--- config.mk ---
export PLATFORM = sky130hd
export DESIGN_NAME = spi_cycle_seq
export DESIGN_NICKNAME = d
export VERILOG_FILES = /design/src/rtl/spi_seq_pkg.sv /design/src/rtl/spi_tick_gen.sv /design/src/rtl/spi_byte_shift.sv /design/src/rtl/spi_seq_fsm.sv /design/src/rtl/spi_cycle_seq.sv
export SDC_FILE = /design/constraint.sdc
export NUM_CORES = 2
export LEC_CHECK = 0
export BUFFER_PORTS_ARGS = -buffer_cell sky130_fd_sc_hd__buf_4
export CORE_MARGIN = 3
export CORE_UTILIZATION = 37
export DETAILED_ROUTE_END_ITERATION = 8
export GPL_ROUTABILITY_DRIVEN = 0
export PLACE_DENSITY = 0.56
export SLEW_MARGIN = 10
export SYNTH_ARGS = -nofsm -noshare
export SYNTH_HDL_FRONTEND = slang
export SYNTH_SLANG_ARGS = --single-unit
export TNS_END_PERCENT = 30
--- constraint.sdc ---
create_clock -name clk_i -period 5.2 [get_ports clk_i]
set_input_delay 0 -clock clk_i [delete_from_list [all_inputs] [get_ports clk_i]]
set_output_delay 0 -clock clk_i [all_outputs]
set_load 0.03 [all_outputs]
--- src/rtl/spi_seq_pkg.sv ---
`timescale 1ns/1ps
package spi_seq_pkg;
  localparam int MENU_N = 8;
  localparam int PFX_N  = 2;
  localparam int BUF_N  = 64;
  localparam int ADR_W  = 24;
  localparam int RA_W   = 6;
  localparam int BUF_AW = $clog2(BUF_N);
  localparam int SEL_W  = $clog2(MENU_N);
  localparam int IDX_W  = BUF_AW + 1;

  localparam logic [RA_W-1:0] A_CTRL = 6'h00;
  localparam logic [RA_W-1:0] A_STAT = 6'h01;
  localparam logic [RA_W-1:0] A_ADRL = 6'h02;
  localparam logic [RA_W-1:0] A_ADRH = 6'h03;
  localparam logic [RA_W-1:0] A_TYPE = 6'h04;
  localparam logic [RA_W-1:0] A_PFX  = 6'h05;

  localparam int C_IRQ  = 15;
  localparam int C_DAT  = 14;
  localparam int C_CNT  = 8;
  localparam int C_OP   = 4;
  localparam int C_PSEL = 3;
  localparam int C_ATOM = 2;
  localparam int C_GO   = 1;
  localparam logic [15:0] CTRL_MASK = 16'hFF7D;

  localparam int S_BUSY = 0;
  localparam int S_DONE = 2;
  localparam int S_BLK  = 3;

  typedef enum logic [2:0] {ST_IDLE, ST_SETUP, ST_BYTE, ST_WAIT, ST_GAP} seq_st_e;

  typedef struct packed {
    logic              has_data;
    logic [BUF_AW-1:0] cnt;
    logic              has_addr;
    logic              is_wr;
    logic              atomic;
  } frame_cfg_t;
endpackage

--- src/rtl/spi_tick_gen.sv ---
`timescale 1ns/1ps
module spi_tick_gen #(
  parameter int HALF_DIV = 2
) (
  input  logic clk_i,
  input  logic rst_ni,
  input  logic en_i,
  output logic tick_o
);
  generate
    if (HALF_DIV <= 1) begin : g_pass
      assign tick_o = en_i;
    end else begin : g_div
      localparam int CW = $clog2(HALF_DIV);
      localparam logic [CW-1:0] LAST = CW'(HALF_DIV - 1);
      logic [CW-1:0] cnt_q;
      always_ff @(posedge clk_i or negedge rst_ni) begin
        if (!rst_ni)           cnt_q <= '0;
        else if (!en_i)        cnt_q <= '0;
        else if (cnt_q == LAST) cnt_q <= '0;
        else                   cnt_q <= cnt_q + 1'b1;
      end
      assign tick_o = en_i && (cnt_q == LAST);
    end
  endgenerate
endmodule

--- src/rtl/spi_byte_shift.sv ---
`timescale 1ns/1ps
module spi_byte_shift (
  input  logic       clk_i,
  input  logic       rst_ni,
  input  logic       tick_i,
  input  logic       start_i,
  input  logic [7:0] tx_i,
  input  logic       miso_i,
  output logic       sclk_o,
  output logic       mosi_o,
  output logic       busy_o,
  output logic       done_o,
  output logic [7:0] rx_o
);
  logic       act_q, sclk_q, done_q;
  logic [7:0] sh_q, rx_q;
  logic [3:0] hc_q;

  always_ff @(posedge clk_i or negedge rst_ni) begin
    if (!rst_ni) begin
      act_q <= 1'b0; sclk_q <= 1'b0; done_q <= 1'b0;
      sh_q <= '0; rx_q <= '0; hc_q <= '0;
    end else begin
      done_q <= 1'b0;
      if (start_i) begin
        act_q <= 1'b1; sh_q <= tx_i; hc_q <= '0; sclk_q <= 1'b0;
      end else if (act_q && tick_i) begin
        if (!hc_q[0]) begin
          sclk_q <= 1'b1;
          rx_q   <= {rx_q[6:0], miso_i};
        end else begin
          sclk_q <= 1'b0;
          sh_q   <= {sh_q[6:0], 1'b0};
        end
        hc_q <= hc_q + 1'b1;
        if (hc_q == 4'd15) begin
          act_q  <= 1'b0;
          done_q <= 1'b1;
        end
      end
    end
  end

  assign sclk_o = sclk_q;
  assign mosi_o = sh_q[7];
  assign busy_o = act_q;
  assign done_o = done_q;
  assign rx_o   = rx_q;


  byte_end_low_chk: assert property (@(posedge clk_i) disable iff (!rst_ni)
    done_q |-> !sclk_q);
endmodule

--- src/rtl/spi_seq_fsm.sv ---
`timescale 1ns/1ps
module spi_seq_fsm
  import spi_seq_pkg::*;
(
  input  logic              clk_i,
  input  logic              rst_ni,
  input  logic              go_i,
  input  frame_cfg_t        cfg_i,
  input  logic              tick_i,
  input  logic              sh_done_i,
  input  logic [7:0]        sh_rx_i,
  input  logic [7:0]        opcode_i,
  input  logic [7:0]        prefix_i,
  input  logic [ADR_W-1:0]  addr_i,
  input  logic [7:0]        buf_rd_i,
  output logic              tick_en_o,
  output logic              sh_start_o,
  output logic [7:0]        sh_tx_o,
  output logic [BUF_AW-1:0] buf_idx_o,
  output logic              buf_we_o,
  output logic [7:0]        buf_wdata_o,
  output logic              cs_no,
  output logic              busy_o,
  output logic              fin_o
);
  seq_st_e          st_q;
  logic             in_pre_q, last_q, gap_q, cs_n_q;
  logic [IDX_W-1:0] idx_q, n_addr, n_data, last_idx, dk;
  logic             is_last, is_data;

  assign n_addr   = cfg_i.has_addr ? IDX_W'(3) : '0;
  assign n_data   = cfg_i.has_data ? IDX_W'(cfg_i.cnt) + 1'b1 : '0;
  assign last_idx = n_addr + n_data;
  assign is_last  = in_pre_q || (idx_q == last_idx);
  assign is_data  = !in_pre_q && (idx_q > n_addr);
  assign dk       = idx_q - IDX_W'(1) - n_addr;
  assign buf_idx_o = dk[BUF_AW-1:0];

  always_comb begin
    if (in_pre_q)                          sh_tx_o = prefix_i;
    else if (idx_q == '0)                  sh_tx_o = opcode_i;
    else if (cfg_i.has_addr && idx_q <= IDX_W'(3)) begin
      case (idx_q[1:0])
        2'd1:    sh_tx_o = addr_i[23:16];
        2'd2:    sh_tx_o = addr_i[15:8];
        default: sh_tx_o = addr_i[7:0];
      endcase
    end
    else if (cfg_i.is_wr)                  sh_tx_o = buf_rd_i;
    else                                   sh_tx_o = 8'h00;
  end

  assign tick_en_o   = (st_q != ST_IDLE);
  assign sh_start_o  = tick_i && ((st_q == ST_SETUP) || (st_q == ST_WAIT && !last_q));
  assign fin_o       = (st_q == ST_WAIT) && tick_i && last_q && !in_pre_q;
  assign buf_we_o    = (st_q == ST_BYTE) && sh_done_i && is_data && !cfg_i.is_wr;
  assign buf_wdata_o = sh_rx_i;
  assign cs_no       = cs_n_q;
  assign busy_o      = (st_q != ST_IDLE);

  always_ff @(posedge clk_i or negedge rst_ni) begin
    if (!rst_ni) begin
      st_q <= ST_IDLE; in_pre_q <= 1'b0; last_q <= 1'b0;
      gap_q <= 1'b0; cs_n_q <= 1'b1; idx_q <= '0;
    end else begin
      unique case (st_q)
        ST_IDLE: if (go_i) begin
          cs_n_q <= 1'b0; in_pre_q <= cfg_i.atomic; idx_q <= '0; st_q <= ST_SETUP;
        end
        ST_SETUP: if (tick_i) st_q <= ST_BYTE;
        ST_BYTE: if (sh_done_i) begin
          last_q <= is_last; idx_q <= idx_q + 1'b1; st_q <= ST_WAIT;
        end
        ST_WAIT: if (tick_i) begin
          if (last_q) begin
            cs_n_q <= 1'b1;
            if (in_pre_q) begin
              in_pre_q <= 1'b0; idx_q <= '0; gap_q <= 1'b0; st_q <= ST_GAP;
            end else st_q <= ST_IDLE;
          end else st_q <= ST_BYTE;
        end
        ST_GAP: if (tick_i) begin
          if (gap_q) begin
            cs_n_q <= 1'b0; st_q <= ST_SETUP;
          end else gap_q <= 1'b1;
        end
        default: st_q <= ST_IDLE;
      endcase
    end
  end


  shift_owner_chk: assert property (@(posedge clk_i) disable iff (!rst_ni)
    sh_done_i |-> (st_q == ST_BYTE));

  fin_release_chk: assert property (@(posedge clk_i) disable iff (!rst_ni)
    fin_o |=> (!busy_o && cs_no));

  gap_hold_chk: assert property (@(posedge clk_i) disable iff (!rst_ni)
    (st_q == ST_GAP && !(tick_i && gap_q)) |=> cs_no);
endmodule

--- src/rtl/spi_cycle_seq.sv ---
`timescale 1ns/1ps
module spi_cycle_seq
  import spi_seq_pkg::*;
#(
  parameter int HALF_DIV = 2
) (
  input  logic        clk_i,
  input  logic        rst_ni,
  input  logic        wr_en_i,
  input  logic [5:0]  wr_addr_i,
  input  logic [15:0] wr_data_i,
  input  logic [5:0]  rd_addr_i,
  output logic [15:0] rd_data_o,
  input  logic        deny_i,
  output logic        irq_o,
  output logic        sclk_o,
  output logic        cs_no,
  output logic        mosi_o,
  input  logic        miso_i
);
  logic [15:0]      ctrl_q, type_q;
  logic [ADR_W-1:0] addr_q;
  logic [7:0]       pfx_q  [PFX_N];
  logic [7:0]       menu_q [MENU_N];
  logic [7:0]       buf_q  [BUF_N];
  logic             done_q, blk_q, go_pend_q;

  logic busy, fsm_busy, wr_ok, go_req, blk_ev, fin;
  logic tick, tick_en, sh_start, sh_done, sh_busy;
  logic [7:0] sh_tx, sh_rx, fsm_wdata;
  logic [BUF_AW-1:0] fsm_idx;
  logic fsm_we;
  logic [SEL_W-1:0] op_sel;
  logic [1:0] ty;
  frame_cfg_t cfg;

  assign busy   = fsm_busy || go_pend_q;
  assign wr_ok  = wr_en_i && !busy;
  assign go_req = wr_ok && (wr_addr_i == A_CTRL) && wr_data_i[C_GO];
  assign blk_ev = go_req && deny_i;

  assign op_sel       = ctrl_q[C_OP +: SEL_W];
  assign ty           = type_q[{op_sel, 1'b0} +: 2];
  assign cfg.has_data = ctrl_q[C_DAT];
  assign cfg.cnt      = ctrl_q[C_CNT +: BUF_AW];
  assign cfg.has_addr = ty[1];
  assign cfg.is_wr    = ty[0];
  assign cfg.atomic   = ctrl_q[C_ATOM];

  always_ff @(posedge clk_i or negedge rst_ni) begin
    if (!rst_ni) begin
      ctrl_q <= '0; type_q <= '0; addr_q <= '0; go_pend_q <= 1'b0;
      for (int i = 0; i < PFX_N; i++)  pfx_q[i]  <= '0;
      for (int i = 0; i < MENU_N; i++) menu_q[i] <= '0;
    end else begin
      go_pend_q <= go_req && !deny_i;
      if (wr_ok) begin
        case (wr_addr_i)
          A_CTRL: ctrl_q <= wr_data_i & CTRL_MASK;
          A_ADRL: addr_q[15:0] <= wr_data_i;
          A_ADRH: addr_q[23:16] <= wr_data_i[7:0];
          A_TYPE: type_q <= wr_data_i;
          A_PFX:  begin pfx_q[0] <= wr_data_i[7:0]; pfx_q[1] <= wr_data_i[15:8]; end
          default: ;
        endcase
        if (wr_addr_i[5:2] == 4'b0010)
          for (int i = 0; i < MENU_N; i++)
            if (wr_addr_i[1:0] == 2'(i >> 1))
              menu_q[i] <= i[0] ? wr_data_i[15:8] : wr_data_i[7:0];
      end
    end
  end

  always_ff @(posedge clk_i or negedge rst_ni) begin
    if (!rst_ni) begin
      for (int i = 0; i < BUF_N; i++) buf_q[i] <= '0;
    end else begin
      for (int i = 0; i < BUF_N; i++) begin
        if (wr_ok && wr_addr_i[5] && wr_addr_i[4:0] == 5'(i >> 1))
          buf_q[i] <= i[0] ? wr_data_i[15:8] : wr_data_i[7:0];
        else if (fsm_we && fsm_idx == BUF_AW'(i))
          buf_q[i] <= fsm_wdata;
      end
    end
  end

  always_ff @(posedge clk_i or negedge rst_ni) begin
    if (!rst_ni) begin
      done_q <= 1'b0; blk_q <= 1'b0;
    end else begin
      if (wr_en_i && wr_addr_i == A_STAT && wr_data_i[S_DONE]) done_q <= 1'b0;
      if (wr_en_i && wr_addr_i == A_STAT && wr_data_i[S_BLK])  blk_q  <= 1'b0;
      if (fin || blk_ev) done_q <= 1'b1;
      if (blk_ev)        blk_q  <= 1'b1;
    end
  end

  always_comb begin
    rd_data_o = '0;
    if (rd_addr_i[5])
      rd_data_o = {buf_q[{rd_addr_i[4:0], 1'b1}], buf_q[{rd_addr_i[4:0], 1'b0}]};
    else if (rd_addr_i[5:2] == 4'b0010)
      rd_data_o = {menu_q[{rd_addr_i[1:0], 1'b1}], menu_q[{rd_addr_i[1:0], 1'b0}]};
    else begin
      case (rd_addr_i)
        A_CTRL: rd_data_o = ctrl_q;
        A_STAT: rd_data_o = {12'd0, blk_q, done_q, 1'b0, busy};
        A_ADRL: rd_data_o = addr_q[15:0];
        A_ADRH: rd_data_o = {8'd0, addr_q[23:16]};
        A_TYPE: rd_data_o = type_q;
        A_PFX:  rd_data_o = {pfx_q[1], pfx_q[0]};
        default: rd_data_o = '0;
      endcase
    end
  end

  assign irq_o = ctrl_q[C_IRQ] && done_q;

  spi_tick_gen #(.HALF_DIV(HALF_DIV)) u_tick (
    .clk_i(clk_i), .rst_ni(rst_ni), .en_i(tick_en), .tick_o(tick));

  spi_byte_shift u_shift (
    .clk_i(clk_i), .rst_ni(rst_ni), .tick_i(tick), .start_i(sh_start),
    .tx_i(sh_tx), .miso_i(miso_i), .sclk_o(sclk_o), .mosi_o(mosi_o),
    .busy_o(sh_busy), .done_o(sh_done), .rx_o(sh_rx));

  spi_seq_fsm u_fsm (
    .clk_i(clk_i), .rst_ni(rst_ni), .go_i(go_pend_q), .cfg_i(cfg),
    .tick_i(tick), .sh_done_i(sh_done), .sh_rx_i(sh_rx),
    .opcode_i(menu_q[op_sel]), .prefix_i(pfx_q[ctrl_q[C_PSEL]]),
    .addr_i(addr_q), .buf_rd_i(buf_q[fsm_idx]),
    .tick_en_o(tick_en), .sh_start_o(sh_start), .sh_tx_o(sh_tx),
    .buf_idx_o(fsm_idx), .buf_we_o(fsm_we), .buf_wdata_o(fsm_wdata),
    .cs_no(cs_no), .busy_o(fsm_busy), .fin_o(fin));


  sclk_idle_chk: assert property (@(posedge clk_i) disable iff (!rst_ni)
    cs_no |-> !sclk_o);

  start_idle_chk: assert property (@(posedge clk_i) disable iff (!rst_ni)
    sh_start |-> !sh_busy);

  busy_rise_chk: assert property (@(posedge clk_i) disable iff (!rst_ni)
    $rose(busy) |-> $past(go_req));

  ctrl_hold_chk: assert property (@(posedge clk_i) disable iff (!rst_ni)
    (busy && $past(busy)) |-> $stable(ctrl_q));

  done_clr_chk: assert property (@(posedge clk_i) disable iff (!rst_ni)
    (wr_en_i && wr_addr_i == A_STAT && wr_data_i[S_DONE] && !fin && !blk_ev) |=> !done_q);

  blk_set_chk: assert property (@(posedge clk_i) disable iff (!rst_ni)
    blk_ev |=> (blk_q && done_q && !busy));
endmodule

; ---- Word level (Yosys, flattened, before mapping)
; Cells that the tools add are included.
[totals]
regBits = 687
latch_bits = 0
mem_bits_rw = 0
rom_bits = 0
inputBits = 33
output_inout_bits = 20
elab_cells = 680
mem_count = 0
[op_classes]
add_sub_neg = 7
multipliers = 0
n_div = 0
n_lt_le_gt_ge = 9
n_eq_ne = 125
shift = 1
muxes = 209
bitwise_logic = 9
n_reduce_logical = 226
[ops]
columns = op, count
row1 = 2-to-1 mux 8 bit, 150
row2 = "equality test 6 bit, second input constant", 32
row3 = binary-select mux 8 bit (select 6 bit), 3
row4 = nonzero test 2 bit, 71
row5 = logical AND 1 bit, 118
row6 = "equality test 6 x 5 -> 1 bit, second input constant", 16
row7 = case mux 16 bit (6 select lines), 1
row8 = "equality test 5 bit, second input constant", 16
row9 = binary-select mux 8 bit (select 3 bit), 3
row10 = "equality test 6 x 3 -> 1 bit, second input constant", 8
row11 = "equality test 6 x 4 -> 1 bit, second input constant", 8
row12 = 2-to-1 mux 7 bit, 6
row13 = "equality test 5 x 4 -> 1 bit, second input constant", 8
row14 = "equality test 6 x 2 -> 1 bit, second input constant", 6
row15 = 2-to-1 mux 16 bit, 2
row16 = 2-to-1 mux 1 bit, 27
row17 = 2-to-1 mux 3 bit, 8
row18 = "greater-or-equal comparator 7 bit, second input constant", 3
row19 = inverter 6 -> 7 bit, 3
row20 = case mux 7 bit (3 select lines), 1
row21 = "equality test 5 x 3 -> 1 bit, second input constant", 4
row22 = "equality test 6 x 1 -> 1 bit, second input constant", 3
row23 = zero test 6 bit, 3
row24 = AND reduction 6 bit, 3
row25 = other kinds (44), 83

; ---- Logic depth before layout (Yosys ltp)
[depth]
depth_word = 12
depth_mapped = 19
depth_no_buf = 14

; ---- By module
; Synthesis repeated with hierarchy kept, for this count alone.
[hier_totals]
hier_cells = 3846
area_unflattened_um2 = 42047.8
[by_module_without_submodules]
columns = mod, instances, cells_per_inst, area_each_um2, seq_area_each_um2
row1 = spi_cycle_seq, 1, 3507, 39075.0, 16240.6
row2 = spi_seq_fsm, 1, 259, 2000.7, 351.6
row3 = spi_byte_shift, 1, 77, 930.9, 550.5
row4 = spi_tick_gen, 1, 3, 41.3, 25.0

; ---- Worst setup path before layout
; No wires, ideal clock.
[synth_path]
path_type = register -> register
startpoint = register ctrl_q[5]
endpoint = register u_shift.sh_q[6]
setup_ps = 120
t_arrival_ps = 4096
required_ps = 5080
slack_ps = 984
stages_incl_launch_ff = 19
n_path_buf = 6
period_less_slack_ps = 4216
cell_sequence = dfrtp_1 -> buf_2 -> buf_1 -> mux2i_1 -> a31oi_1 -> nand2_1 -> ha_1 -> inv_1 -> fa_1 -> buf_2 -> buf_2 -> buf_2 -> buf_1 -> mux4_2 -> nand2_1 -> nand3_1 -> a21oi_1 -> o32ai_1 -> a31o_2
[synth_via]
elab_chain_len = 12
elab_cells_between_ends = 17
cone_classes = add/sub: 1 / shift: 1 / mux: 12 / bitwise: 2 / reduce/logical: 1
[synth_rtl]
columns = element, line_no
row1 = from (decl), spi_cycle_seq.sv:21  ; logic [15:0] ctrl_q, type_q;
row2 = from (signal assigned), spi_cycle_seq.sv:59  ; A_CTRL: ctrl_q <= wr_data_i & CTRL_MASK;
row3 = indexed part select 16 x 5 -> 2 bit, spi_cycle_seq.sv:43  ; assign ty = type_q[{op_sel, 1'b0} +: 2];
row4 = 2-to-1 mux 2 bit, spi_seq_fsm.sv:31  ; assign n_addr = cfg_i.has_addr ? IDX_W'(3) : '0;
row5 = subtractor 6 bit, spi_seq_fsm.sv:36  ; assign dk = idx_q - IDX_W'(1) - n_addr;
row6 = inverter 6 -> 7 bit (not written as such), spi_cycle_seq.sv:131  ; .addr_i(addr_q), .buf_rd_i(buf_q[fsm_idx]),
row7 = binary-select mux 8 bit (select 6 bit), spi_cycle_seq.sv:131
row8 = 2-to-1 mux 8 bit (not written as such) (2 in a row), spi_cycle_seq.sv:131
row9 = 2-to-1 mux 8 bit, spi_seq_fsm.sv:49  ; else if (cfg_i.is_wr) sh_tx_o = buf_rd_i;
row10 = 2-to-1 mux 8 bit, spi_seq_fsm.sv:42  ; else if (cfg_i.has_addr && idx_q <= IDX_W'(3)) begin
row11 = 2-to-1 mux 8 bit (*), spi_seq_fsm.sv:41  ; else if (idx_q == '0) sh_tx_o = opcode_i;
row12 = 2-to-1 mux 8 bit (*), spi_seq_fsm.sv:40  ; if (in_pre_q) sh_tx_o = prefix_i;
row13 = 2-to-1 mux 8 bit (*), spi_byte_shift.sv:25  ; if (start_i) begin
row14 = to (signal assigned), spi_byte_shift.sv:33  ; sh_q <= {sh_q[6:0], 1'b0};
row15 = to (decl), spi_byte_shift.sv:16  ; logic [7:0] sh_q, rx_q;
; Mark *: on every way between the ends. The rest lies on a longest branch, timed or not. The select of a mux whose other input is x is not followed.
; A chain may end at the register's enable or synchronous reset.

; ---- Worst setup path after layout
[layout_path]
startpoint = register ctrl_q[5]
endpoint = register buf_q[23] (netlist bit)
[layout_via]
elab_chain_len = 8
elab_cells_between_ends = 11
cone_classes = add/sub: 1 / order compare: 1 / eq/ne: 1 / shift: 1 / mux: 1 / reduce/logical: 6
[layout_rtl]
columns = element, line_no
row1 = indexed part select 16 x 5 -> 2 bit (*), spi_cycle_seq.sv:43
row2 = branches (longest 5 deep; another with subtractor 6 bit), --
row3 = logical AND 1 bit (*), spi_cycle_seq.sv:81  ; else if (fsm_we && fsm_idx == BUF_AW'(i))
row4 = nonzero test 2 bit (no line) (*), --
row5 = "to (signal, indexed assignment)", spi_cycle_seq.sv:80  ; buf_q[i] <= i[0] ? wr_data_i[15:8] : wr_data_i[7:0];
row6 = "to (signal, indexed assignment)", spi_cycle_seq.sv:82  ; buf_q[i] <= fsm_wdata;
row7 = to (decl), spi_cycle_seq.sv:25  ; logic [7:0] buf_q [BUF_N];
; Mark *: on every way between the ends.

==> results.txt <==
The power density relative to cell area came out at around 380 nW/um^2. The synthesized netlist net count came out at slightly below 4000. The width of the die came out at between 300 and 400 um.

The clock tree from TritonCTS is built. Setup repair after global routing left no endpoint under its margin. The leakage power is around 21 nW. Headroom to the max-slew limit came out at 0.164.

For the final database, setup skew stands at about 41 ps. The number of gates resized after CTS is 0. After filler insertion, the fill cell instance count of the layout stands at ~11000. Yosys attributes the largest share of cell area to sky130_fd_sc_hd__dfrtp_1 (41%), sky130_fd_sc_hd__mux4_2 (18%), sky130_fd_sc_hd__mux2i_1 (13%). STA classifies the critical path endpoint as a flip-flop. The endpoint required time on the critical path came out at about 5700 ps. The effective utilization at floorplan is 0.374. The number of vias in the routed layout is 32842.

The post-synthesis cell count is roughly 3800. The remaining global-route overflow came out at 0. The number of rows created at floorplan came out at ~120. Across every metal layer, demand over resource in global routing totals 0.268. Yosys mapped the design onto 75 distinct sky130hd cell types. Summed over all failing endpoints, the final setup total negative slack is 0 ps. The wire length of the first global-routing pass is approximately 230000 um.

The number of synthesized register bits came out at 686. The power after layout came out at 18.1 mW. The first-iteration detailed-routing DRC count is roughly 4400. The run finished with clean final reports. The post-synthesis async set-or-reset flop share came out at 1.00. The clock latency of the later-clocked register in the worst-skew pair is 680 ps. The number of buffers inserted to repair setup after CTS is 0. The arrival time at the worst endpoint is 5270 ps. Entering global routing, the biggest net connects around 140 pins. The number of nets still failing antenna checks after routing is 0. CTS built an H-tree with a depth of 3. In this run the count of I/O pins placed on the die edge is 53.

The via count of the first global-routing pass is between 30000 and 40000. The number of setup violations in the final report came out at 0. The post-route worst hold slack came out at between 30 and 40 ps. The number of buffers on the longest clock path came out at 3. VDD sags by at most about 0.23 mV.

The hold-fix buffer count after cts came out at 26. The most common cell in the netlist is sky130_fd_sc_hd__dfrtp_1. STA classifies the critical path startpoint as a flip-flop. The fraction of layout cells with a size suffix above 1 came out at 0.232. The transition at the pin with the smallest max-transition slack is between 1000 and 1500 ps.

Summing every instance area after synthesis gives about 42000 sq um. The total of buffers placed on input and output ports is between 50 and 60. The count of TritonRoute iterations in the first routing pass is 7. The die span in y came out at between 300 and 400 um. The final number of max-transition violations is 0. A synthesized cell averages between 10 and 15 sq um.

The count of maximum capacitance violations is 0. In the routed design, unresolved DRC markers number 0. The share of the Yosys chip area taken by registers is 0.408. After floorplanning, the core was sized to cover approximately 110000 sq um. The floorplan die area came out at roughly 120000 sq um. After synthesis, the most frequently instantiated cells are sky130_fd_sc_hd__dfrtp_1 (685), sky130_fd_sc_hd__mux2i_1 (544), sky130_fd_sc_hd__nand2_1 (455), sky130_fd_sc_hd__nor2_1 (338), sky130_fd_sc_hd__mux4_2 (330). The number of synthesized flops with an enable pin came out at 0. The critical path start-end classification is reg2reg. The routed length per placed instance came out at around 30 um. The final number of hold-violating endpoints came out at 0.

The TritonCTS sink count came out at approximately 690. Of all cell types, the one taking the most synthesized area is sky130_fd_sc_hd__dfrtp_1. Along the worst path, the maximum fanout reaches 32. The number of antenna violations at the first check in global routing came out at 10. Static timing analysis puts the maximum clock frequency at 0.211 GHz. Of the post-synthesis cell area, the dominant cell type holds 0.407. Using the TritonRoute via totals, the vias-per-cell ratio works out to between 6 and 7. The total number of nets in the final design came out at about 3800.

For this run, the leading register cell type out of synthesis is sky130_fd_sc_hd__dfrtp_1. The area growth from synthesis to layout came out at 11.8%. The final period demand of the worst path is 4740 ps. Clock tree synthesis inserted a total of around 80 buffers. After clock tree synthesis, the clock-pin slew on the worst setup and hold paths is ~60 ps. CTS placed an instance of sky130_fd_sc_hd__clkbuf_16 at the clock tree root. After detailed routing, the total wire length is between 150000 and 200000 um. The min-delay analysis places its worst path in the category in2reg.

During synthesis, Yosys emitted a total of 0 warnings. Once detailed placement completed, the half-perimeter wirelength came to between 100000 and 150000 um. The fraction of the cycle the final worst path needs is 0.912.
## layer usage
layer,wire length (um),track usage,vias to the layer above
met4,6850,0.103,4
met2,70200,0.402,1836
met3,16300,0.0615,327
li1,-,-,13889
met1,65000,0.376,16786
met5,23,0,-
## kinds of logic after synthesis
group	synth area share
AO/OA/AOI/OAI	0.0917
adder cells (fa/ha/maj)	0.00422
AND/OR/NAND/NOR	0.109
XOR/XNOR	0.00413
flip-flops	0.408
multiplexers	0.346
buffers and inverters	0.0374
## area by class of cell
type / instances / area [sq um] / share of cell area
clock buffers: 123 / 2400 / 0.0511
multi-input cells: 2767 / 23600 / 0.501
diodes: 5 / 12.5 / 0.000266
repair buffers: 189 / 1720 / 0.0365
flip-flops and latches: 686 / 17200 / 0.365
well taps: 1500 / 1880 / 0.0399
clock inverters: 24 / 270 / 0.00574
inverters: 12 / 45.0 / 0.000957
## where the power goes
part | leakage (nW) | switching [mW] | internal [mW]
Sequential | 7.25 | 1.07 | 6.23
Combinational | 12.2 | 2.72 | 2.22
Clock | 1.31 | 2.51 | 3.32
## stage by stage
stage	cells	setup slack (ps)	instance area, sq um	utilization
after floorplan	3845	984	42100	-
after global placement	5128	579	44100	0.392
after detailed placement	5128	557	44100	0.392
after CTS	5301	524	47100	0.418
after global routing	5301	241	47100	0.418
final	5306	459	47100	0.418
## final timing paths
path                               from         end  slack [ps]  cells after the start
setup / recovery              ctrl_q[5]   buf_q[23]         460                     13
hold / removal             wr_addr_i[0]  buf_q[382]          30                      4
setup reg to reg              ctrl_q[5]   buf_q[23]         460                     13
hold reg to reg               ctrl_q[0]   ctrl_q[0]         490                      2
max in group asynchronous        rst_ni  buf_q[106]        3440                      4
min in group asynchronous        rst_ni  menu_q[14]         440                      3
## placed cells by master (no fill, tap or decap), drive strengths merged, types with 5 or more instances in the layout
master / n
and2: 5
diode: 5
inv: 15
nor2b: 7
a211o: 5
clkinv: 16
dfrtp: 685
dlygate4sd3: 25
nor4: 7
a21oi: 307
buf: 164
nand4: 21
a211oi: 7
a31oi: 19
or3: 9
and3: 12
xnor2: 10
nand2b: 8
mux2i: 544
nand3: 44
clkbuf: 123
nor3: 27
o21ai: 280
o211ai: 8
a222oi: 16
ha: 11
xor2: 9
nand2: 508
a22oi: 22
nor2: 346
nor3b: 7
mux2: 148
mux4: 331
## state kept, by name, indices dropped and copies added, names as in the netlist, 3 cells and up
signal        count
menu_q           64
u_shift.rx_o      8
u_shift.hc_q      4
u_shift.sh_q      8
pfx_q            16
ctrl_q           14
u_fsm.idx_q       7
addr_q           24
buf_q           512
u_fsm.st_q        3
type_q           16
## critical path, stage by stage, from the launching register on
cell,delay (ps)
sky130_fd_sc_hd__dfrtp_1,370
sky130_fd_sc_hd__buf_4,370
sky130_fd_sc_hd__mux2i_1,230
sky130_fd_sc_hd__a31oi_1,150
sky130_fd_sc_hd__nand2_1,180
sky130_fd_sc_hd__ha_1,240
sky130_fd_sc_hd__inv_1,80
sky130_fd_sc_hd__fa_4,1090
sky130_fd_sc_hd__buf_12,290
sky130_fd_sc_hd__nand2_1,170
sky130_fd_sc_hd__nor2_1,460
sky130_fd_sc_hd__nand2_1,540
sky130_fd_sc_hd__mux2i_1,290
sky130_fd_sc_hd__o21ai_0,110
Note: power is estimated with default switching activity, not from simulation.
